[src/rtl/i2c_seq_pkg.sv]
package i2c_seq_pkg;

   localparam int BYTE_W = 8;
   localparam int ADDR_W = 10;

   typedef enum logic [2:0] {
      OP_START = 3'd0,
      OP_STOP  = 3'd1,
      OP_WBIT  = 3'd2,
      OP_RBIT  = 3'd3,
      OP_ABORT = 3'd4
   } bus_op_e;

   typedef enum logic [2:0] {
      RES_OK      = 3'd0,
      RES_INVAL   = 3'd1,
      RES_NODEV   = 3'd2,
      RES_IO      = 3'd3,
      RES_AGAIN   = 3'd4,
      RES_TIMEOUT = 3'd5
   } xfer_res_e;

   typedef enum logic [3:0] {
      S_IDLE,
      S_START,
      S_ABIT,
      S_AACK,
      S_TX_WAIT,
      S_TBIT,
      S_TACK,
      S_RBIT,
      S_RACK,
      S_RPUSH,
      S_STOP,
      S_ABORT,
      S_DONE
   } seq_state_e;

endpackage

[src/rtl/i2c_addr_fmt.sv]
module i2c_addr_fmt
   import i2c_seq_pkg::*;
#(
   parameter bit TEN_BIT_EN = 1'b1
) (
   input  logic [ADDR_W-1:0] addr,
   input  logic              ten_bit,
   input  logic              rd,
   output logic [BYTE_W-1:0] byte0,
   output logic [BYTE_W-1:0] byte1,
   output logic              two
);

   generate
      if (TEN_BIT_EN) begin : g_ten
         // leading pattern marks a two-byte address
         localparam logic [4:0] TEN_HDR = 5'b11110;
         assign two   = ten_bit;
         assign byte0 = ten_bit ? {TEN_HDR, addr[9:8], rd} : {addr[6:0], rd};
         assign byte1 = addr[7:0];
      end else begin : g_seven
         logic spare_bits;
         assign spare_bits = ^{ten_bit, addr[9:7]};
         assign two   = 1'b0;
         assign byte0 = {addr[6:0], rd};
         assign byte1 = {BYTE_W{spare_bits}} & '0;
      end
   endgenerate

endmodule

[src/rtl/i2c_byte_shift.sv]
module i2c_byte_shift #(
   parameter int W = 8
) (
   input  logic         clk,
   input  logic         rst_n,
   input  logic         load,
   input  logic [W-1:0] load_val,
   input  logic         shift,
   input  logic         in_bit,
   output logic         msb,
   output logic         last,
   output logic [W-1:0] value
);

   localparam int CW = (W > 2) ? $clog2(W) : 1;

   initial begin
      assert (W >= 2) else $error("i2c_byte_shift: W must be at least 2");
   end

   logic [W-1:0]  sr_q;
   logic [CW-1:0] cnt_q;

   always_ff @(posedge clk or negedge rst_n) begin
      if (!rst_n) begin
         sr_q  <= '0;
         cnt_q <= '0;
      end else if (load) begin
         sr_q  <= load_val;
         cnt_q <= '0;
      end else if (shift) begin
         sr_q  <= {sr_q[W-2:0], in_bit};
         cnt_q <= cnt_q + 1'b1;
      end
   end

   assign msb   = sr_q[W-1];
   assign last  = (cnt_q == CW'(W-1));
   assign value = sr_q;

endmodule

[src/rtl/i2c_xfer_fsm.sv]
module i2c_xfer_fsm
   import i2c_seq_pkg::*;
#(
   parameter int LEN_W = 8
) (
   input  logic              clk,
   input  logic              rst_n,
   input  logic              start,
   input  logic [ADDR_W-1:0] req_addr,
   input  logic              req_ten_bit,
   input  logic              req_read,
   input  logic [LEN_W-1:0]  req_len,
   input  logic              req_no_start,
   input  logic              req_no_stop,
   output logic              busy,
   output logic              done,
   output logic [2:0]        result,
   output logic [ADDR_W-1:0] cur_addr,
   output logic              cur_ten_bit,
   output logic              cur_read,
   input  logic [BYTE_W-1:0] addr_b0,
   input  logic [BYTE_W-1:0] addr_b1,
   input  logic              addr_two,
   output logic              sh_load,
   output logic [BYTE_W-1:0] sh_val,
   output logic              sh_shift,
   output logic              sh_in,
   input  logic              sh_msb,
   input  logic              sh_last,
   input  logic [BYTE_W-1:0] tx_data,
   input  logic              tx_valid,
   output logic              tx_ready,
   output logic              rx_valid,
   input  logic              rx_ready,
   input  logic [BYTE_W-1:0] rx_data,
   output logic              be_req,
   output logic [2:0]        be_op,
   output logic              be_wbit,
   input  logic              be_done,
   input  logic              be_rbit,
   input  logic              be_arb_lost,
   input  logic              be_timeout
);

   seq_state_e state_q, state_d;
   xfer_res_e  res_q, res_d;
   bus_op_e    op_w;
   logic [LEN_W-1:0]  left_q, left_d;
   logic              abyte_q, abyte_d;
   logic [ADDR_W-1:0] addr_q;
   logic              ten_q, rd_q, nostop_q;
   logic              op_ok, op_err, last_byte;
   seq_state_e        data_entry, tail_state;

   // ---------------- request capture ----------------
   always_ff @(posedge clk or negedge rst_n) begin
      if (!rst_n) begin
         addr_q   <= '0;
         ten_q    <= 1'b0;
         rd_q     <= 1'b0;
         nostop_q <= 1'b0;
      end else if (start && (state_q == S_IDLE)) begin
         addr_q   <= req_addr;
         ten_q    <= req_ten_bit;
         rd_q     <= req_read;
         nostop_q <= req_no_stop;
      end
   end

   assign cur_addr    = addr_q;
   assign cur_ten_bit = ten_q;
   assign cur_read    = rd_q;

   // ---------------- bus operation request ----------------
   assign last_byte = (left_q == LEN_W'(1));

   always_comb begin
      be_req  = 1'b1;
      op_w    = OP_WBIT;
      be_wbit = 1'b1;
      unique case (state_q)
         S_START: op_w = OP_START;
         S_ABIT,
         S_TBIT:  be_wbit = sh_msb;
         S_AACK,
         S_TACK,
         S_RBIT:  op_w = OP_RBIT;
         S_RACK:  be_wbit = last_byte;
         S_STOP:  op_w = OP_STOP;
         S_ABORT: op_w = OP_ABORT;
         default: be_req = 1'b0;
      endcase
   end

   assign be_op = op_w;

   assign op_ok  = be_req && be_done && !be_arb_lost && !be_timeout;
   assign op_err = be_req && be_done && (be_arb_lost || be_timeout) &&
                   (state_q != S_ABORT);

   assign data_entry = rd_q ? S_RBIT : S_TX_WAIT;
   assign tail_state = nostop_q ? S_DONE : S_STOP;

   // ---------------- sequencing ----------------
   always_comb begin
      state_d  = state_q;
      res_d    = res_q;
      left_d   = left_q;
      abyte_d  = abyte_q;
      sh_load  = 1'b0;
      sh_val   = '0;
      sh_shift = 1'b0;
      sh_in    = be_rbit;
      unique case (state_q)
         S_IDLE: begin
            if (start) begin
               left_d  = req_len;
               res_d   = RES_OK;
               abyte_d = 1'b0;
               sh_load = 1'b1;
               if (req_len == '0) begin
                  res_d   = RES_INVAL;
                  state_d = S_DONE;
               end else if (req_no_start) begin
                  state_d = req_read ? S_RBIT : S_TX_WAIT;
               end else begin
                  state_d = S_START;
               end
            end
         end
         S_START: begin
            if (op_ok) begin
               sh_load = 1'b1;
               sh_val  = addr_b0;
               abyte_d = 1'b0;
               state_d = S_ABIT;
            end
         end
         S_ABIT: begin
            if (op_ok) begin
               sh_shift = 1'b1;
               if (sh_last) state_d = S_AACK;
            end
         end
         S_AACK: begin
            if (op_ok) begin
               if (be_rbit) begin
                  res_d   = RES_NODEV;
                  state_d = S_ABORT;
               end else if (!abyte_q && addr_two) begin
                  abyte_d = 1'b1;
                  sh_load = 1'b1;
                  sh_val  = addr_b1;
                  state_d = S_ABIT;
               end else begin
                  sh_load = 1'b1;
                  state_d = data_entry;
               end
            end
         end
         S_TX_WAIT: begin
            if (tx_valid) begin
               sh_load = 1'b1;
               sh_val  = tx_data;
               state_d = S_TBIT;
            end
         end
         S_TBIT: begin
            if (op_ok) begin
               sh_shift = 1'b1;
               if (sh_last) state_d = S_TACK;
            end
         end
         S_TACK: begin
            if (op_ok) begin
               if (be_rbit) begin
                  res_d   = RES_IO;
                  state_d = S_ABORT;
               end else begin
                  left_d  = left_q - 1'b1;
                  state_d = last_byte ? tail_state : S_TX_WAIT;
               end
            end
         end
         S_RBIT: begin
            if (op_ok) begin
               sh_shift = 1'b1;
               if (sh_last) state_d = S_RACK;
            end
         end
         S_RACK: begin
            if (op_ok) state_d = S_RPUSH;
         end
         S_RPUSH: begin
            if (rx_ready) begin
               left_d = left_q - 1'b1;
               if (last_byte) begin
                  state_d = tail_state;
               end else begin
                  sh_load = 1'b1;
                  state_d = S_RBIT;
               end
            end
         end
         S_STOP: begin
            if (op_ok) state_d = S_DONE;
         end
         S_ABORT: begin
            if (be_done) state_d = S_DONE;
         end
         S_DONE: state_d = S_IDLE;
         default: state_d = S_IDLE;
      endcase

      if (op_err) begin
         state_d  = S_ABORT;
         res_d    = be_arb_lost ? RES_AGAIN : RES_TIMEOUT;
         left_d   = left_q;
         abyte_d  = abyte_q;
         sh_load  = 1'b0;
         sh_shift = 1'b0;
      end
   end

   always_ff @(posedge clk or negedge rst_n) begin
      if (!rst_n) begin
         state_q <= S_IDLE;
         res_q   <= RES_OK;
         left_q  <= '0;
         abyte_q <= 1'b0;
      end else begin
         state_q <= state_d;
         res_q   <= res_d;
         left_q  <= left_d;
         abyte_q <= abyte_d;
      end
   end

   assign busy     = (state_q != S_IDLE);
   assign done     = (state_q == S_DONE);
   assign result   = res_q;
   assign tx_ready = (state_q == S_TX_WAIT);
   assign rx_valid = (state_q == S_RPUSH);

   // ---------------- assertions ----------------

   op_hold_chk: assert property (@(posedge clk) disable iff (!rst_n)
      be_req && !be_done |=> be_req && $stable(be_op) && $stable(be_wbit));


   done_pulse_chk: assert property (@(posedge clk) disable iff (!rst_n)
      done |=> !done);


   rx_after_ack_chk: assert property (@(posedge clk) disable iff (!rst_n)
      $rose(rx_valid) |-> $past(be_done && (be_op == OP_WBIT)));


   rx_hold_chk: assert property (@(posedge clk) disable iff (!rst_n)
      rx_valid && !rx_ready |=> rx_valid && $stable(rx_data));


   tx_quiet_chk: assert property (@(posedge clk) disable iff (!rst_n)
      tx_ready |-> !be_req);


   zero_len_chk: assert property (@(posedge clk) disable iff (!rst_n)
      start && !busy && (req_len == '0) |=> done && (result == 3'd1) && !be_req);


   arb_abort_chk: assert property (@(posedge clk) disable iff (!rst_n)
      be_req && be_done && be_arb_lost && (be_op != OP_ABORT)
      |=> be_req && (be_op == OP_ABORT));

endmodule

[src/rtl/i2c_xfer_seq.sv]
module i2c_xfer_seq
   import i2c_seq_pkg::*;
#(
   parameter int LEN_W      = 8,
   parameter bit TEN_BIT_EN = 1'b1
) (
   input  logic              clk,
   input  logic              rst_n,
   input  logic              start,
   input  logic [9:0]        req_addr,
   input  logic              req_ten_bit,
   input  logic              req_read,
   input  logic [LEN_W-1:0]  req_len,
   input  logic              req_no_start,
   input  logic              req_no_stop,
   output logic              busy,
   output logic              done,
   output logic [2:0]        result,
   input  logic [7:0]        tx_data,
   input  logic              tx_valid,
   output logic              tx_ready,
   output logic [7:0]        rx_data,
   output logic              rx_valid,
   input  logic              rx_ready,
   output logic              be_req,
   output logic [2:0]        be_op,
   output logic              be_wbit,
   input  logic              be_done,
   input  logic              be_rbit,
   input  logic              be_arb_lost,
   input  logic              be_timeout
);

   initial begin
      assert (LEN_W >= 1 && LEN_W <= 16) else $error("i2c_xfer_seq: LEN_W out of range");
      assert (BYTE_W == 8) else $error("i2c_xfer_seq: byte width must be 8");
   end

   logic [ADDR_W-1:0] cur_addr;
   logic              cur_ten_bit, cur_read;
   logic [BYTE_W-1:0] addr_b0, addr_b1;
   logic              addr_two;
   logic              sh_load, sh_shift, sh_in, sh_msb, sh_last;
   logic [BYTE_W-1:0] sh_val, sh_value;

   i2c_addr_fmt #(
      .TEN_BIT_EN (TEN_BIT_EN)
   ) u_addr_fmt (
      .addr    (cur_addr),
      .ten_bit (cur_ten_bit),
      .rd      (cur_read),
      .byte0   (addr_b0),
      .byte1   (addr_b1),
      .two     (addr_two)
   );

   i2c_byte_shift #(
      .W (BYTE_W)
   ) u_shift (
      .clk      (clk),
      .rst_n    (rst_n),
      .load     (sh_load),
      .load_val (sh_val),
      .shift    (sh_shift),
      .in_bit   (sh_in),
      .msb      (sh_msb),
      .last     (sh_last),
      .value    (sh_value)
   );

   assign rx_data = sh_value;

   i2c_xfer_fsm #(
      .LEN_W (LEN_W)
   ) u_fsm (
      .clk          (clk),
      .rst_n        (rst_n),
      .start        (start),
      .req_addr     (req_addr),
      .req_ten_bit  (req_ten_bit),
      .req_read     (req_read),
      .req_len      (req_len),
      .req_no_start (req_no_start),
      .req_no_stop  (req_no_stop),
      .busy         (busy),
      .done         (done),
      .result       (result),
      .cur_addr     (cur_addr),
      .cur_ten_bit  (cur_ten_bit),
      .cur_read     (cur_read),
      .addr_b0      (addr_b0),
      .addr_b1      (addr_b1),
      .addr_two     (addr_two),
      .sh_load      (sh_load),
      .sh_val       (sh_val),
      .sh_shift     (sh_shift),
      .sh_in        (sh_in),
      .sh_msb       (sh_msb),
      .sh_last      (sh_last),
      .tx_data      (tx_data),
      .tx_valid     (tx_valid),
      .tx_ready     (tx_ready),
      .rx_valid     (rx_valid),
      .rx_ready     (rx_ready),
      .rx_data      (sh_value),
      .be_req       (be_req),
      .be_op        (be_op),
      .be_wbit      (be_wbit),
      .be_done      (be_done),
      .be_rbit      (be_rbit),
      .be_arb_lost  (be_arb_lost),
      .be_timeout   (be_timeout)
   );

endmodule

[config.mk]
export PLATFORM = sky130hd
export DESIGN_NAME = i2c_xfer_seq
export DESIGN_NICKNAME = d
export VERILOG_FILES = /design/src/rtl/i2c_seq_pkg.sv /design/src/rtl/i2c_addr_fmt.sv /design/src/rtl/i2c_byte_shift.sv /design/src/rtl/i2c_xfer_fsm.sv /design/src/rtl/i2c_xfer_seq.sv
export SDC_FILE = /design/constraint.sdc
export NUM_CORES = 1
export LEC_CHECK = 0
export BUFFER_PORTS_ARGS = -buffer_cell sky130_fd_sc_hd__buf_2
export CORE_UTILIZATION = 55
export CTS_BUF_LIST = sky130_fd_sc_hd__clkbuf_8
export DETAILED_ROUTE_END_ITERATION = 8
export MAX_ROUTING_LAYER = met4
export PLACE_DENSITY_LB_ADDON = 0.05
export RECOVER_POWER = 25
export SLEW_MARGIN = 20
export SYNTH_ARGS = -nofsm -noshare
export SYNTH_HDL_FRONTEND = slang
export SYNTH_SLANG_ARGS = --single-unit
[constraint.sdc]
create_clock -name clk -period 3.4 [get_ports clk]
set_clock_uncertainty 0.05 [all_clocks]
set_input_delay 0.68 -clock clk [delete_from_list [all_inputs] [get_ports clk]]
set_output_delay 0.68 -clock clk [all_outputs]
set_load 0.01 [all_outputs]
==> qor.csv <==
stage,metric,value,unit
placement,Port Buffers,58,
clocking,CTS Buffer Depth,2,
final_layout,fin area,0.003123,mm²
synth,#FFs+latches synth,40,
grt,vias in the first global route,2377,
worst_setup_path,max incr delay on CP,0.84,ns
final_layout,layout cells sized above 1,0.2914,
sta,final setup vio count,0,
synth,Syn. warnings,0,
final_layout,Inserted Diodes,0,
clocking,"Reg clk slew, reported paths",0.09,ns
clocking,CTS tree,yes,
synth,post-synth top area cell,dfrtp_1,
routing,WL per Instance,15.98,µm
grt,largest net degree at the start of global routing,41,
floorplan,die span in x,72.25,µm
floorplan,I/O pin cnt,59,
floorplan,Placement Rows,25,
clocking,Inserted Clock Buffers,5,
placement,DPL Wire Length,4.819,mm
worst_setup_path,CP Max Fanout,22,
synth,"Cell Area, Synth",0.002714,mm²
routing,Initial DRC Count,249,
worst_setup_path,CP Capture Type,register,
sta,final hold viol count,0,
clocking,root buf cell,clkbuf_8,
grt,met3 GRT Util,0.05139,
grt,M1 GR Usage,0.3959,
floorplan,Die Footprint,0.005219,mm²
synth,"Seq/Total Area, Yosys",0.3688,
worst_setup_path,critical path class,reg -> reg,
sta,fmax,0.3608,GHz
placement,Placed Instance Area,0.003003,mm²
grt,Overall Global Routing Usage,0.2851,
synth,Synth Instances,299,
floorplan,initial core utilization,0.5746,
power,pwr/cell area,894.0,mW/mm²
sta,Max Slew Vio Count,41,
floorplan,Die Ht,72.25,µm
clocking,CTS Hold Bufs,0,
grt,first-pass GRT wire length,11.13,mm
status,failing checks,"max-capacitance violations, max-slew violations",
sta,worst rel slew slack,-0.4491,
worst_setup_path,WP data required,3.54,ns
worst_setup_path,Critical-path top delay cell,dfrtp_1,
routing,routed wire length,6.665,mm
worst_setup_path,CP startpoint kind,register,
floorplan,CORE AREA,0.004723,mm²
worst_setup_path,CP Cell Sequence,nor2_2 -> o22ai_2 -> nand3_1 -> buf_4 -> a2111oi_2 -> nand2_1 -> o32a_1,
power,Max IR drop VDD,0.5296,mV
worst_setup_path,WP buf/inv,1,
sta,RSZ-0062 raised after global routing,false,
clocking,Clock Latency Late Sink,0.30,ns
routing,DRT antenna net count,0,
grt,initial antenna violation count,0,
power,LEAKAGE,1.459,nW
synth,"Async S/R FF share, synth",1.000,
clocking,post-cts gate resize count,0,
worst_hold_path,worst min path class,reg -> reg,
clocking,H-tree Lvls,2,
synth,dominant synthesized flop cell,dfrtp_1,
synth,Post-synth EDFFs,0,
synth,Syn Nets,342,
routing,# DRC,0,
sta,TNS Setup,0,ns
sta,worst slew pin tran,2.174,ns
routing,vias per cell,6.034,
routing,DR pass1 iterations,4,
grt,GRT Max-Usage Layer,met2,
status,outcome,"complete, but fails checks",
worst_setup_path,crit-path leading delay family,compound AO/OA/AOI/OAI gates,
synth,syn_area_per_cell,9.076,µm²
synth,dominant cells by area after synthesis,"dfrtp_1, mux2_2, a21oi_1, mux2i_1, nor2_1",
clocking,CTS Sinks,40,
final_layout,Final #Nets,392,
flow_run,max cap viols,1,
synth,Synth top area share,0.3688,
synth,number of different library cells in the post-synthesis netlist,61,
grt,grt ovf,0,
placement,gpl congestion,0.8965,
final_layout,area delta synth->final,15.08,%
grt,M2 GR Usage,0.4237,
routing,total number of vias,2516,
worst_setup_path,WP data arrival,2.91,ns
sta,Tcrit/Tclk final,0.8151,
sta,min Tclk post-route,2.771,ns
clocking,"Setup Fix Bufs, Post-CTS",0,
synthesized netlist by cell type (all sizes together) (4+ instances only):
| cell | count |
|---|---|
| a31oi | 4 |
| and3 | 4 |
| nand2b | 8 |
| a21oi | 25 |
| buf | 13 |
| mux2i | 11 |
| nand3 | 5 |
| nor3 | 7 |
| o21ai | 31 |
| ha | 4 |
| nand2 | 18 |
| and2 | 5 |
| nor4 | 5 |
| dfrtp | 40 |
| o32a | 4 |
| inv | 11 |
| nor2 | 28 |
| o221ai | 5 |
| or2 | 5 |
| mux2 | 15 |
| clkbuf | 6 |
| a22oi | 5 |
flip-flops by register name (all words and copies together) (netlist names):
name	flops
u_fsm.abyte_q	1
u_fsm.cur_addr	10
u_fsm.cur_read	1
u_fsm.cur_ten_bit	1
u_fsm.left_q	8
u_fsm.nostop_q	1
u_fsm.result	3
u_fsm.state_q	4
u_shift.cnt_q	3
u_shift.value	8
path summary, 6_finish.rpt:
path                              startpoint                 to  slack, ns  cells past startpoint
max                         u_fsm.state_q[1]   u_fsm.state_q[3]       0.63                      7
min                        u_fsm.cur_addr[9]  u_fsm.cur_addr[9]       0.45                      1
max reg2reg                 u_fsm.state_q[1]   u_fsm.state_q[3]       0.63                      7
min reg2reg                u_fsm.cur_addr[9]  u_fsm.cur_addr[9]       0.45                      1
max in group asynchronous              rst_n  u_fsm.cur_addr[6]       1.09                      1
min in group asynchronous              rst_n   u_fsm.state_q[3]       0.95                      1
placed cells by master, fill, tap and decap left out, types with 4 or more instances in the layout:
cell type  count
nor3_1         7
buf_4          4
ha_1           4
nand2_1       17
a31oi_1        4
a22oi_1        5
nor2_1        27
mux2_2        15
inv_1         10
dfrtp_1       40
clkbuf_8       6
a21oi_1       25
o32a_1         4
o21ai_0       19
nand3_1        5
and3_1         4
o21ai_1       12
buf_2         57
o221ai_1       5
nand2b_1       8
and2_1         5
mux2i_1       11
per-layer routing:
| layer | share of wire | vias to the layer above |
|---|---|---|
| met5 | 0 | - |
| met4 | 0.020 | 0 |
| met3 | 0.056 | 14 |
| met2 | 0.46 | 94 |
| met1 | 0.46 | 1201 |
| li1 | - | 1207 |
through the flow:
step                      std cells  setup slack (ns)  utilization  hold WS [ns]  total power, mW
after floorplan                 299             1.192            -        0.3344            2.035
final                           417            0.6285       0.6612        0.4536            2.792
after global placement          409            0.7197       0.6358        0.4383            2.337
after global routing            417            0.4210       0.6612        0.4744            3.007
after detailed placement        409            0.6907       0.6358        0.4361            2.362
after CTS                       417            0.6340       0.6615        0.4578            2.786
power by group:
| part | internal (mW) | leakage [nW] | switching [mW] |
|---|---|---|---|
| Sequential | 0.688 | 0.502 | 0.288 |
| Combinational | 0.665 | 0.896 | 0.733 |
| Clock | 0.240 | 0.0614 | 0.177 |
| Total | 1.59 | 1.46 | 1.20 |
cell type report:
type | instances | area, µm²
tap | 67 | 83.83
sequential | 40 | 1001
clock buffer | 6 | 82.58
multi-input combinational | 229 | 1556
clock inverter | 2 | 38.79
timing repair buffer | 62 | 319.1
fill | 426 | 1600
inverter | 11 | 41.29
logic make-up after synthesis:
| family | after synthesis | synth area share |
|---|---|---|
| buf+inv | 30 | 0.05763 |
| xor+xnor | 4 | 0.01291 |
| compound gates | 94 | 0.2273 |
| mux | 26 | 0.1028 |
| fa+ha+maj | 4 | 0.01844 |
| simple gates | 101 | 0.2121 |
| flops | 40 | 0.3688 |
No activity file was read; power rests on OpenSTA's default activity.
